`src/rtl/flash_seq_pkg.sv`:
```
package flash_seq_pkg;
   typedef enum logic [2:0] {
      OP_SINGLE    = 3'd0,
      OP_QUAD      = 3'd1,
      OP_ROW       = 3'd2,
      OP_PG_ERASE  = 3'd3,
      OP_PNL_ERASE = 3'd4
   } op_e;

   typedef enum logic [1:0] {
      FK_PROG      = 2'd0,
      FK_PG_ERASE  = 2'd1,
      FK_PNL_ERASE = 2'd2
   } fkind_e;

   typedef enum logic [1:0] {
      S_IDLE, S_FETCH, S_PROG, S_ERASE
   } st_e;
endpackage

```
`src/rtl/flash_seq_decode.sv`:
```
module flash_seq_decode
   import flash_seq_pkg::*;
#(
   parameter int AW  = 24,
   parameter int WW  = 64,
   parameter int WPR = 4,
   parameter int RPP = 4
) (
   input  logic [2:0]               op,
   input  logic [AW-1:0]            addr,
   output logic                     legal,
   output logic                     aligned,
   output logic                     is_row,
   output logic                     is_erase,
   output fkind_e                   kind,
   output logic [$clog2(WPR)-1:0]   last_idx
);
   localparam int WB_LG   = $clog2(WW/8);
   localparam int ROW_LG  = WB_LG + $clog2(WPR);
   localparam int PAGE_LG = ROW_LG + $clog2(RPP);
   localparam logic [AW-1:0] WORD_MSK = AW'((64'd1 << WB_LG) - 64'd1);
   localparam logic [AW-1:0] ROW_MSK  = AW'((64'd1 << ROW_LG) - 64'd1);
   localparam logic [AW-1:0] PAGE_MSK = AW'((64'd1 << PAGE_LG) - 64'd1);

   logic [AW-1:0] msk;

   always_comb begin
      legal    = 1'b1;
      is_row   = 1'b0;
      is_erase = 1'b0;
      kind     = FK_PROG;
      last_idx = '0;
      msk      = WORD_MSK;
      case (op)
         OP_SINGLE:    msk = WORD_MSK;
         OP_QUAD:      begin msk = ROW_MSK; last_idx = '1; end
         OP_ROW:       begin msk = ROW_MSK; last_idx = '1; is_row = 1'b1; end
         OP_PG_ERASE:  begin msk = PAGE_MSK; is_erase = 1'b1; kind = FK_PG_ERASE; end
         OP_PNL_ERASE: begin msk = PAGE_MSK; is_erase = 1'b1; kind = FK_PNL_ERASE; end
         default:      legal = 1'b0;
      endcase
      aligned = ((addr & msk) == '0);
   end
endmodule

```
`src/rtl/flash_seq_fetch.sv`:
```
module flash_seq_fetch #(
   parameter int AW = 24,
   parameter int WW = 64,
   parameter int BW = 32
) (
   input  logic          clk,
   input  logic          rst_n,
   input  logic          en,
   input  logic [AW-1:0] base,
   input  logic          sram_vld,
   input  logic [BW-1:0] sram_data,
   output logic          sram_rdy,
   output logic [AW-1:0] sram_addr,
   output logic          word_done,
   output logic [WW-1:0] word
);
   localparam int BEATS = WW / BW;
   localparam int BB    = BW / 8;

   assign sram_rdy = en;

   generate
      if (BEATS == 1) begin : g_one_beat
         assign sram_addr = base;
         assign word_done = en && sram_vld;
         assign word      = sram_data;
      end else begin : g_multi_beat
         localparam int BCW = $clog2(BEATS);
         logic [BCW-1:0]    beat;
         logic [WW-BW-1:0]  part;
         logic              last;

         assign last      = (beat == BCW'(BEATS-1));
         assign sram_addr = base + AW'(beat) * AW'(BB);
         assign word_done = en && sram_vld && last;
         assign word      = {sram_data, part};

         always_ff @(posedge clk or negedge rst_n) begin
            if (!rst_n) begin
               beat <= '0;
               part <= '0;
            end else if (en && sram_vld) begin
               if (last) begin
                  beat <= '0;
               end else begin
                  part[beat*BW +: BW] <= sram_data;
                  beat <= beat + 1'b1;
               end
            end
         end
      end
   endgenerate
endmodule

```
`src/rtl/flash_seq.sv`:
```
module flash_seq
   import flash_seq_pkg::*;
#(
   parameter int AW  = 24,
   parameter int WW  = 64,
   parameter int BW  = 32,
   parameter int WPR = 4,
   parameter int RPP = 4
) (
   input  logic                       clk,
   input  logic                       rst_n,
   input  logic                       cmd_valid,
   input  logic [2:0]                 cmd_op,
   input  logic [AW-1:0]              cmd_addr,
   input  logic [AW-1:0]              cmd_src,
   input  logic [WPR*WW-1:0]          hold_data,
   input  logic                       sram_vld,
   input  logic [BW-1:0]              sram_data,
   output logic                       sram_rdy,
   output logic [AW-1:0]              sram_addr,
   output logic                       fl_req,
   output logic [1:0]                 fl_kind,
   output logic [AW-1:0]              fl_addr,
   output logic [WW-1:0]              fl_wdata,
   input  logic                       fl_ack,
   output logic                       busy,
   output logic                       done,
   output logic                       err,
   output logic [$clog2(WPR+1)-1:0]   words_done
);
   localparam int IW = $clog2(WPR);
   localparam int CW = $clog2(WPR+1);
   localparam logic [AW-1:0] WB = AW'(WW/8);

   if (WW % BW != 0 || BW % 8 != 0) begin : g_bad_width
      $error("flash_seq: WW must be a multiple of BW, BW a multiple of 8");
   end
   if (WPR < 2 || (WPR & (WPR-1)) != 0 || (RPP & (RPP-1)) != 0) begin : g_bad_geom
      $error("flash_seq: WPR and RPP must be powers of two, WPR >= 2");
   end

   st_e            st;
   fkind_e         kind_q;
   logic           row_q;
   logic [AW-1:0]  addr_q, src_q;
   logic [IW-1:0]  idx, last_q, nxt_idx;
   logic [WW-1:0]  wdata, hold_sel, f_word;

   logic           d_legal, d_aligned, d_row, d_erase, f_done;
   fkind_e         d_kind;
   logic [IW-1:0]  d_last;

   flash_seq_decode #(.AW(AW), .WW(WW), .WPR(WPR), .RPP(RPP)) u_dec (
      .op(cmd_op), .addr(cmd_addr), .legal(d_legal), .aligned(d_aligned),
      .is_row(d_row), .is_erase(d_erase), .kind(d_kind), .last_idx(d_last)
   );

   flash_seq_fetch #(.AW(AW), .WW(WW), .BW(BW)) u_fetch (
      .clk(clk), .rst_n(rst_n), .en(st == S_FETCH), .base(src_q),
      .sram_vld(sram_vld), .sram_data(sram_data), .sram_rdy(sram_rdy),
      .sram_addr(sram_addr), .word_done(f_done), .word(f_word)
   );

   assign nxt_idx = idx + 1'b1;

   always_comb begin
      hold_sel = '0;
      for (int i = 0; i < WPR; i++)
         if (IW'(i) == nxt_idx) hold_sel = hold_data[i*WW +: WW];
   end

   always_ff @(posedge clk or negedge rst_n) begin
      if (!rst_n) begin
         st         <= S_IDLE;
         kind_q     <= FK_PROG;
         row_q      <= 1'b0;
         addr_q     <= '0;
         src_q      <= '0;
         idx        <= '0;
         last_q     <= '0;
         wdata      <= '0;
         words_done <= '0;
         done       <= 1'b0;
         err        <= 1'b0;
      end else begin
         done <= 1'b0;
         err  <= 1'b0;
         if (st != S_IDLE && cmd_valid) err <= 1'b1;
         case (st)
            S_IDLE: if (cmd_valid) begin
               if (!d_legal || !d_aligned) begin
                  err <= 1'b1;
               end else begin
                  addr_q     <= cmd_addr;
                  src_q      <= cmd_src;
                  idx        <= '0;
                  last_q     <= d_last;
                  kind_q     <= d_kind;
                  row_q      <= d_row;
                  words_done <= '0;
                  wdata      <= hold_data[WW-1:0];
                  st         <= d_erase ? S_ERASE : (d_row ? S_FETCH : S_PROG);
               end
            end
            S_FETCH: if (f_done) begin
               wdata <= f_word;
               src_q <= src_q + WB;
               st    <= S_PROG;
            end
            S_PROG: if (fl_ack) begin
               words_done <= words_done + CW'(1);
               if (idx == last_q) begin
                  done <= 1'b1;
                  st   <= S_IDLE;
               end else begin
                  idx    <= nxt_idx;
                  addr_q <= addr_q + WB;
                  if (row_q) st <= S_FETCH;
                  else       wdata <= hold_sel;
               end
            end
            S_ERASE: if (fl_ack) begin
               done <= 1'b1;
               st   <= S_IDLE;
            end
            default: st <= S_IDLE;
         endcase
      end
   end

   assign busy     = (st != S_IDLE);
   assign fl_req   = (st == S_PROG) || (st == S_ERASE);
   assign fl_kind  = kind_q;
   assign fl_addr  = addr_q;
   assign fl_wdata = wdata;
endmodule

```
`config.mk`:
```
export PLATFORM = sky130hd
export DESIGN_NAME = flash_seq
export DESIGN_NICKNAME = d
export VERILOG_FILES = /design/src/rtl/flash_seq_pkg.sv /design/src/rtl/flash_seq_decode.sv /design/src/rtl/flash_seq_fetch.sv /design/src/rtl/flash_seq.sv
export SDC_FILE = /design/constraint.sdc
export NUM_CORES = 1
export LEC_CHECK = 0
export CAP_MARGIN = 15
export CORE_AREA = 4 4 180 182
export DETAILED_ROUTE_END_ITERATION = 8
export DIE_AREA = 0 0 184 186
export PLACE_DENSITY = 0.66
export SYNTH_ARGS = -nofsm -noshare
export SYNTH_HDL_FRONTEND = slang
export SYNTH_HIERARCHICAL = 1
export SYNTH_SLANG_ARGS = --single-unit
```
`constraint.sdc`:
```
create_clock -name clk -period 4.6 [get_ports clk]
set_input_delay 0.92 -clock clk [delete_from_list [all_inputs] [get_ports clk]]
set_output_delay 0.92 -clock clk [all_outputs]
set_load 0.005 [all_outputs]
```
==> flow_metrics.env <==
export IMPL_status="completed"
export IMPL_cp_common_cell="or3_1"
export IMPL_fp_row_count=64
export IMPL_post_cts_resized=0
export IMPL_cts_htree_levels=4
export IMPL_cts_inserted_buffers=17
export IMPL_grt_util_all_layers_pct=25.4
export IMPL_critical_path_class="in2reg"
export IMPL_start_util_pct=34.7
export IMPL_clockBufferDepth=2
export IMPL_clock_sinks=159
export IMPL_final_common_cell="clkdlybuf4s50_1"
export IMPL_ios=466
export IMPL_final_hold_violation_count=0
export IMPL_die_area_um2=34200
export IMPL_peakVddDrop_v=0.000352
export IMPL_fin_crit_sh_pct=77.7
export IMPL_async_reset_ff_share_pct=100
export IMPL_grt_pass1_wl_mm=67.7
export IMPL_dr_total_vias=11600
export IMPL_die_h_um=186
export IMPL_rsz0062_at_grt="no"
export IMPL_maxCapViolCount=0
export IMPL_wire_per_inst_um=22.7
export IMPL_worst_path_buf_inv=1
export IMPL_worstReg2RegStart="st[0]"
export IMPL_synth_top_flop_cell="dfrtp_1"
export IMPL_min_from="fl_wdata[19]"
export IMPL_critPathMaxFanout=13
export IMPL_path_cells="clkdlybuf4s50_1 -> or3_1 -> or3_1 -> o22ai_1 -> nand3_1 -> a21boi_2 -> and3_1 -> a21oi_1 -> o221a_2"
export IMPL_worstHoldPathType="reg2reg"
export IMPL_ys_types=75
export IMPL_drive_above_1_share_pct=7.46
export IMPL_synth_nets=1628
export IMPL_fmax_mhz=280
export IMPL_synth_area_um2=10600
export IMPL_worstMarginPinSlew_ns=1.19
export IMPL_yosys_area_top_type="dfrtp_1"
export IMPL_synth_seq_area_share_pct=37.5
export IMPL_critPathTopFamily="simple AND/OR/NAND/NOR gates"
export IMPL_post_route_util_pct=52.2
export IMPL_routabilityCongestion=0.899
export IMPL_chipWidth_um=184
export IMPL_power_density_nw_per_um2=632
export IMPL_syn_area_per_cell_um2=8.36
export IMPL_antenna_found_initial=8
export IMPL_skew_ns=0.0188
export IMPL_slowest_stage="a21boi_2"
export IMPL_post_cts_buffers=0
export IMPL_finalSetupViolCount=0
export IMPL_cts_tree="built"
export IMPL_first_global_vias=11500
export IMPL_cts_reportedPaths_clkPinSlew_ns=0.07
export IMPL_crit_start="cmd_addr[1]"
export IMPL_finalCriticalPeriod_ns=3.57
export IMPL_slew_headroom_pct=20.4
export IMPL_synth_edf_count=0
export IMPL_nets=1995
export IMPL_grt_max_degree=129
export IMPL_drt_iter0_markers=927
export IMPL_dp_hpwl_mm=35.1
export IMPL_yosysWarnings=6
export IMPL_synthTopCellsByArea="dfrtp_1 (38%), nand2_1 (9.2%), o221ai_1 (5.2%), o22ai_1 (5.0%), mux2_2 (4.4%)"
export IMPL_coreArea_um2=30600
export IMPL_worst_setup_path_end_kind="register"
export IMPL_first_pass_iters=5
export IMPL_post_place_ws_ns=0.607
export IMPL_start_kind="input port"
export IMPL_grt_overflow=0
export IMPL_timing_final_max_slew_violations=0
export IMPL_worstPathArrival_ns=3.89
export IMPL_critPathMaxStageDelay_ns=0.62
export IMPL_cts_root_buf="clkbuf_16"
export IMPL_vias_per_cell=5.67
export IMPL_p_leak_uw=0.00623
export IMPL_fin_ws_ns=1.03
export IMPL_final_antenna_net_count=0
export IMPL_hold_buffers=0
export IMPL_ys_ff_latch=159
export IMPL_clock_latency_ns=0.43
export IMPL_power_uw=10100
export IMPL_layout_common_cells="clkdlybuf4s50_1 (464), nand2_1 (260), dfrtp_1 (159)"
export IMPL_syn_inst=1269
export IMPL_syn_to_final_growth_pct=50.5
export IMPL_portBuffers=465
export IMPL_drcViolationCount=0
export IMPL_wl_mm=46.5
export IMPL_required_ns=4.91
export IMPL_tns_ns=0
export IMPL_netlist_area_leader_share_pct=37.5
-- cells by family after synthesis --
| group | count (synthesis) | synth area share [%] |
|---|---|---|
| buf+inv | 152 | 7.06 |
| compound gates | 431 | 26.9 |
| xor+xnor | 24 | 1.98 |
| mux | 49 | 5.11 |
| flops | 159 | 37.5 |
| fa+ha+maj | 15 | 1.77 |
| simple gates | 439 | 19.7 |
-- final timing paths --
check | to | slack (ns) | cells past startpoint
worst max-delay path | src_q[10] | 1.03 | 9
worst min-delay path | fl_wdata[19] | 0.48 | 2
worst max register to register | fl_addr[8] | 1.45 | 8
worst min register to register | fl_wdata[19] | 0.48 | 2
max in group asynchronous | fl_wdata[7] | 3.21 | 2
min in group asynchronous | fl_addr[9] | 0.56 | 1
-- Yosys cell counts (9+ instances only) --
library cell and count:
a21oi_1 75, a22oi_1 56, a31oi_1 18, and3_1 12, buf_2 16, buf_4 36
clkbuf_1 73, dfrtp_1 159, ha_1 15, inv_1 13, mux2_2 41, nand2_1 260
nand3_1 34, nand3b_1 18, nand4_1 13, nor2_1 35, nor3_1 18, o21ai_0 81
o221ai_1 63, o22ai_1 84, xnor2_1 15, xor2_1 9
-- area by class of cell --
type | instances | area, um^2
Clock buffer | 18 | 429
Timing Repair Buffer | 485 | 4840
Tap cell | 396 | 495
Multi-Input combinational cell | 958 | 5950
Clock inverter | 14 | 199
Antenna cell | 6 | 15.0
Fill cell | 2892 | 14600
Inverter | 15 | 56.3
Sequential cell | 159 | 3980
-- tightest hold or removal path, stage by stage, from the launching register on --
cell,delay (ns)
dfrtp_1,0.34
nand2_1,0.05
o21ai_0,0.06
-- state kept, by name (all words and copies together) (netlist names) --
| name | count |
|---|---|
| last_q | 2 |
| st | 2 |
| u_fetch/g_multi_beat.part | 32 |
| done | 1 |
| row_q | 1 |
| fl_addr | 24 |
| err | 1 |
| words_done | 3 |
| idx | 2 |
| u_fetch/g_multi_beat.beat | 1 |
| fl_wdata | 64 |
| fl_kind | 2 |
| src_q | 24 |
-- through the flow --
step	hold slack (ns)	instance area (um^2)	std cells
final	0.478	16000	2051
after floorplan	0.467	10600	1269
after CTS	0.486	16000	2045
after detailed placement	0.470	15300	2013
after global routing	0.499	16000	2051
after global placement	0.460	15300	2013
-- per-layer routing --
layer  part of all wire (%)  track usage, %  vias to the layer above
met5                  0.058               0                        -
met4                    3.3            10.4                        4
met3                    7.4            5.82                       69
met2                     49            42.4                      516
met1                     41            32.0                     5602
li1                       -               -                     5445
-- power by group --
part / switching, uW / internal [uW] / total [uW]
Clock: 662 / 880 / 1540
Combinational: 3250 / 2620 / 5870
Sequential: 610 / 2060 / 2670
(Power assumes the default switching activity.)
